--- src/rtl/regfield_port.sv ---
module regfield_port #(
  parameter int WIDTH = 32,
  parameter logic [WIDTH-1:0] RESET_VAL = '0
) (
  input  logic             clk,
  input  logic             rst,
  input  logic             rd_req_valid,
  output logic             rd_req_ready,
  output logic             rd_rsp_valid,
  input  logic             rd_rsp_ready,
  output logic [WIDTH-1:0] rd_data,
  input  logic             wr_req_valid,
  output logic             wr_req_ready,
  input  logic [WIDTH-1:0] wr_req_data,
  output logic             wr_rsp_valid,
  input  logic             wr_rsp_ready,
  output logic [WIDTH-1:0] field_q
);

  logic             rd_full, wr_full;
  logic [WIDTH-1:0] rd_buf, store;
  logic             rd_take, wr_take;

  assign rd_req_ready = !rd_full || rd_rsp_ready;
  assign wr_req_ready = !wr_full || wr_rsp_ready;
  assign rd_take      = rd_req_valid && rd_req_ready;
  assign wr_take      = wr_req_valid && wr_req_ready;
  assign rd_rsp_valid = rd_full;
  assign wr_rsp_valid = wr_full;
  assign rd_data      = rd_buf;
  assign field_q      = store;

  always_ff @(posedge clk) begin
    if (rst) begin
      rd_full <= 1'b0;
      rd_buf  <= '0;
    end else if (rd_take) begin
      rd_full <= 1'b1;
      rd_buf  <= store;
    end else if (rd_rsp_ready) begin
      rd_full <= 1'b0;
    end
  end

  always_ff @(posedge clk) begin
    if (rst) begin
      wr_full <= 1'b0;
      store   <= RESET_VAL;
    end else if (wr_take) begin
      wr_full <= 1'b1;
      store   <= wr_req_data;
    end else if (wr_rsp_ready) begin
      wr_full <= 1'b0;
    end
  end

  AST_RD_RESULT: assert property (@(posedge clk) disable iff (rst)
    rd_req_valid && rd_req_ready |=> rd_rsp_valid && rd_data == $past(field_q));
  AST_RD_HOLD: assert property (@(posedge clk) disable iff (rst)
    rd_rsp_valid && !rd_rsp_ready |=> rd_rsp_valid && $stable(rd_data));
  AST_WR_HOLD: assert property (@(posedge clk) disable iff (rst)
    wr_rsp_valid && !wr_rsp_ready |=> wr_rsp_valid);
  AST_WR_EFFECT: assert property (@(posedge clk) disable iff (rst)
    wr_req_valid && wr_req_ready |=> wr_rsp_valid && field_q == $past(wr_req_data));
  AST_NO_STRAY_WRITE: assert property (@(posedge clk) disable iff (rst)
    !(wr_req_valid && wr_req_ready) |=> $stable(field_q));
  AST_RD_DRAIN: assert property (@(posedge clk) disable iff (rst)
    rd_rsp_valid && rd_rsp_ready && !rd_req_valid |=> !rd_rsp_valid);
  AST_WR_DRAIN: assert property (@(posedge clk) disable iff (rst)
    wr_rsp_valid && wr_rsp_ready && !wr_req_valid |=> !wr_rsp_valid);

endmodule

--- config.mk ---
export PLATFORM = sky130hd
export DESIGN_NAME = regfield_port
export DESIGN_NICKNAME = d
export VERILOG_FILES = /design/src/rtl/regfield_port.sv
export SDC_FILE = /design/constraint.sdc
export NUM_CORES = 1
export LEC_CHECK = 0
export BUFFER_PORTS_ARGS = -buffer_cell sky130_fd_sc_hd__buf_2
export CELL_PAD_IN_SITES_DETAIL_PLACEMENT = 2
export CELL_PAD_IN_SITES_GLOBAL_PLACEMENT = 2
export CORE_ASPECT_RATIO = 1.1
export CORE_MARGIN = 2
export CORE_UTILIZATION = 26
export DETAILED_ROUTE_END_ITERATION = 12
export GPL_ROUTABILITY_DRIVEN = 0
export GPL_TIMING_DRIVEN = 0
export PLACE_DENSITY_LB_ADDON = 0.1
export SLEW_MARGIN = 20
export SYNTH_ARGS = -nofsm -noshare
export SYNTH_HDL_FRONTEND = slang
export SYNTH_SLANG_ARGS = --single-unit
--- constraint.sdc ---
create_clock -name clk -period 1.1 [get_ports clk]
set_input_delay 0.055 -clock clk [delete_from_list [all_inputs] [get_ports clk]]
set_output_delay 0.055 -clock clk [all_outputs]
set_load 0.05 [all_outputs]
* Word level (Yosys, flattened, before mapping)
Index checks and enable logic that the tools add are counted.
Word-level totals: logic and storage cells 16, flip-flop bits (word level) 66, output and inout port bits 68
Operators by class: multiplexer cells 4, reductions and logical operators 8
Operators by type and width (count):
- 1-bit two-way mux | 4
- 2-bit nonzero test | 2
- 1-bit logical AND | 2
- 1-bit logical NOT | 2
- 1-bit logical OR | 2

* Depth between registers and ports, before layout
depth after elaboration 4, mapped depth 5

* Worst setup path after synthesis
OpenSTA, ideal clock, no wires.
kind register -> register, from register rd_full, in the netlist rd_rsp_valid, to register rd_buf[10], in the netlist rd_data[10], path slack -0.489 ns, clock period less this slack 1.589 ns, library setup time 0.121 ns, cell stages (with the launch flop) 6, buffers on the path 2, arrival time 1.468 ns, path through dfxtp_1 > nand2b_4 > and2_4 > buf_6 > buf_6 > mux2i_1
Between the ends: word-level cells in the longest chain between the ends 3
RTL lines:
- from (decl) | RTL line 20 | logic rd_full, wr_full;
- from (signal assigned) | RTL line 35 | rd_full <= 1'b0;
- from (signal assigned) | RTL line 38 | rd_full <= 1'b1;
- from (signal assigned) | RTL line 41 | rd_full <= 1'b0;
- 1-bit logical NOT | RTL line 24 | assign rd_req_ready = !rd_full || rd_rsp_ready;
- 1-bit logical OR | RTL line 24
- net rd_req_ready | RTL line 8 | output logic rd_req_ready,
- 1-bit logical AND | RTL line 26 | assign rd_take = rd_req_valid && rd_req_ready;
- to (signal assigned) | RTL line 39 | rd_buf <= store;
- to (decl) | RTL line 21 | logic [WIDTH-1:0] rd_buf, store;
The timed path passes the listed nets, and every way through them passes these cells. A chain may end at the register's enable or synchronous reset.

* Final worst setup path
from register wr_full, in the netlist wr_rsp_valid, to output wr_req_ready
Between the ends: word-level cells in the longest chain between the ends 2
RTL lines:
- from (decl) | RTL line 20
- from (signal assigned) | RTL line 47 | wr_full <= 1'b0;
- from (signal assigned) | RTL line 50 | wr_full <= 1'b1;
- from (signal assigned) | RTL line 53 | wr_full <= 1'b0;
- 1-bit logical NOT | RTL line 25 | assign wr_req_ready = !wr_full || wr_rsp_ready;
- 1-bit logical OR | RTL line 25
- to (decl) | RTL line 13 | output logic wr_req_ready,
Every way passes these cells.

==> key figures <==
Status
  – Outcome: finished, violations left
  – Violations in the final reports: negative setup slack

Power
  – PnR Total Power: 5.93 mW
  – Switching share of total power: 29.5%
  – Part of the total power dissipated in sequential elements: 43.3%
  – Worst-case vdd ir drop: 512 uV
  – Static leakage: 1.83 nW
  – Clock network fraction of total power: 36.1%
  – Combinational group share of total power: 20.6%
  – Pwr per Cell Area: 1460 nW/um^2
  – Total internal power: 4.18 mW
  – Net switching power figure: 1.75 mW

Route
  – Post-detailed-route DRC marker count: 0
  – Count of antenna-violating nets left after detailed routing: 0
  – Iteration count of the initial detailed-routing pass: 4
  – Via Count: 2509
  – Detailed-route wire length: 8950 um
  – Routed length per instance: 16.7 um
  – Via density per instance: 4.67
  – DRC marker count from the first detailed-route iteration: 45

Flow run
  – Maxcap violations: 0

Setup path
  – Crit-path max cell delay: 0.36 ns
  – Worst setup SP type: flip-flop
  – Setup crit end kind: output pin
  – Largest fanout on the critical path: 6
  – Slowest-stage cell, CP: sky130_fd_sc_hd__dfxtp_4
  – Critical path cell sequence: nand2b_4 -> buf_8 -> buf_8
  – Crit path max-delay family: flip-flops
  – Crit path DAT: 1.07 ns
  – Sum of buffers and inverters on the critical path: 2
  – Required time reported for the critical path endpoint: 1.04 ns
  – Top cell by count, worst path: sky130_fd_sc_hd__buf_8
  – Kind of critical path: flip-flop to output pin

Timing
  – Max frequency: 0.888 GHz
  – Setup total negative slack: -0.0716 ns
  – Setup Viol. Count Final: 7
  – Slew margin rel.: 64.9%
  – Final count of hold timing violations: 0
  – Clk_skew: 0.00557 ns
  – Smallest setup slack after layout: -0.0256 ns
  – Setup repair after global routing missed its margin: true
  – Final critical-path share of the clock period: 102%
  – Worst hold slack: 0.0141 ns
  – Minimum period implied by the final worst setup slack: 1.13 ns
  – Max-slew violation count: 0
  – Slew at the pin with the worst max-slew slack: 0.527 ns

Global routing
  – Largest net degree at the start of global routing: 11
  – GRT Residual Overflow: 0
  – Number of global-route vias before repair: 2652
  – Global-route usage over all layers: 16.2%
  – First-pass GRT wire length: 14100 um
  – Antenna violations before repair: 0

Layout
  – Post-route insts no fill: 537
  – Share of final-layout standard cells stronger than drive strength 1: 35.5%
  – Final layout net count: 451
  – Antenna diode count: 0
  – Synth-to-Final Area Change: 51.1%
  – Cell area after layout: 4050 sq um

Place
  – HPWL after detailed placement: 6060 um
  – Placed Cells incl. Taps: 482
  – Placed standard-cell area: 3380 sq um
  – Input/output buffers: 103

Clock network
  – Clock tree root driver cell: sky130_fd_sc_hd__clkbuf_8
  – Clock transition at the register clock pins on the worst setup and hold paths after CTS: 0.07 ns
  – CTS buffer count: 9
  – Number of buffers on the longest clock path: 2
  – TritonCTS clock tree: yes
  – H-Tree Depth: 3
  – Insertion delay to the later sink of the worst-skew pair: 0.34 ns
  – CTS Sinks: 66

Yosys
  – Sequential element share of the synthesized area: 49.3%
  – Distinct cells, synth: 16
  – Post-Synth Simple-Gate Area: 27.2%
  – Average instance area after synthesis: 10.3 sq um
  – Share of the synthesized area in the top cell type: 49.3%
  – Total standard cell area after synthesis: 2680 sq um
  – Adder-cell area share of the yosys netlist: 0%
  – Synth warnings: 0
  – Xor/xnor share of the synthesized area: 0%
  – Area fraction in compound gates after synthesis: 6.35%
  – Largest cells by area after synthesis: sky130_fd_sc_hd__dfxtp_1 49%, sky130_fd_sc_hd__nand2b_1 15%, sky130_fd_sc_hd__mux2i_1 12%
  – Synthesized netlist net count: 297
  – Gate count after technology mapping: 259
  – Mux cell area share after synthesis: 12.0%
  – Dominant combinational cell family by area after synthesis: simple AND/OR/NAND/NOR gates
  – Yosys top cell by area: sky130_fd_sc_hd__dfxtp_1
  – #FFs+latches synth: 66

Die
  – Core Footprint: 9940 sq um
  – Die extent in y: 110 um
  – Area of the die: 11100 sq um
  – Cell Rows: 38
  – X dimension of the die: 101 um
  – Starting utilization of the core area: 27.0%
  – I/O pin count: 106

Worst hold path
  – Kind of path behind the tightest hold check: input port to flip-flop
final timing paths:
check,startpoint,cells after the start,slack (ns),endpoint
max,wr_rsp_valid,3,-0.03,wr_req_ready
min,wr_req_data[4],3,0.01,field_q[4]
max reg2reg,rd_rsp_valid,5,-0.01,rd_data[12]
min reg2reg,rd_data[5],2,0.47,rd_data[5]
logic make-up after synthesis:
kind of cell | Yosys count
simple gates | 101
flops | 66
compound gates | 34
mux | 32
buf+inv | 26
cell usage in the layout (no fill, tap or decap), drive strengths merged:
cell         netlist  routed
a21oi              2       2
and2               2       2
buf               13     124
bufinv             0       1
clkbuf            11      25
clkinv             0       1
dfxtp             66      66
dlygate4sd3        0      31
inv                2       2
mux2i             32      32
nand2              1       1
nand2b            66      66
nand4b            32      32
o21ai             32      32
through the flow:
step / setup WS (ns) / util, %
floorplan: -0.156 / -
global placement: -0.181 / 34.0
detailed placement: -0.211 / 34.0
CTS: -0.0617 / 39.5
global route: -0.0791 / 40.7
finish: -0.0256 / 40.7
final cells by class:
type | instances | area [sq um]
clock inverter | 2 | 35.0
tap | 120 | 150
timing repair buffer | 144 | 952
buffer | 23 | 178
sequential | 66 | 1330
fill | 1087 | 5890
inverter | 2 | 7.51
multi-input combinational | 167 | 1230
clock buffer | 13 | 169
power by group through the flow:
stage / sequential, mW / clock [mW] / combinational (mW)
after floorplan: 3.03 / 0 / 0.349
after global placement: 2.62 / 0 / 1.05
after detailed placement: 2.62 / 0 / 1.06
after CTS: 2.57 / 2.22 / 1.17
after global routing: 2.58 / 2.35 / 1.30
final: 2.57 / 2.14 / 1.22
Yosys cell counts (all sizes together):
cell	count
buf	13
nand2	1
mux2i	32
dfxtp	66
inv	2
and2	2
nand4b	32
nand2b	66
o21ai	32
a21oi	2
clkbuf	11
sequential cells by signal (all words and copies together) (netlist names):
register and count:
rd_data 32, field_q 32, rd_rsp_valid 1, wr_rsp_valid 1
worst reg2reg max path, stage by stage, from the launching register on:
cell and delay (ns):
sky130_fd_sc_hd__dfxtp_4 0.35, sky130_fd_sc_hd__nand2b_4 0.08, sky130_fd_sc_hd__and2_4 0.15, sky130_fd_sc_hd__buf_12 0.13, sky130_fd_sc_hd__buf_12 0.13, sky130_fd_sc_hd__mux2i_2 0.20
what timing repair did:
action,in CTS,in global routing
endpoints found under the hold margin,31,0
pin swaps,0,1
setup buffers,1,7
hold buffers,31,0
setup endpoints to repair,51,43
gates cloned,0,2
resized for setup,12,15
routing by layer:
| metal | share of wire (%) | track usage [%] |
|---|---|---|
| met5 | 0 | 0 |
| met4 | 1.4 | 4.75 |
| met3 | 5.3 | 4.94 |
| met2 | 50 | 26.8 |
| met1 | 44 | 20.1 |
Power figures use the tool's default switching activity.
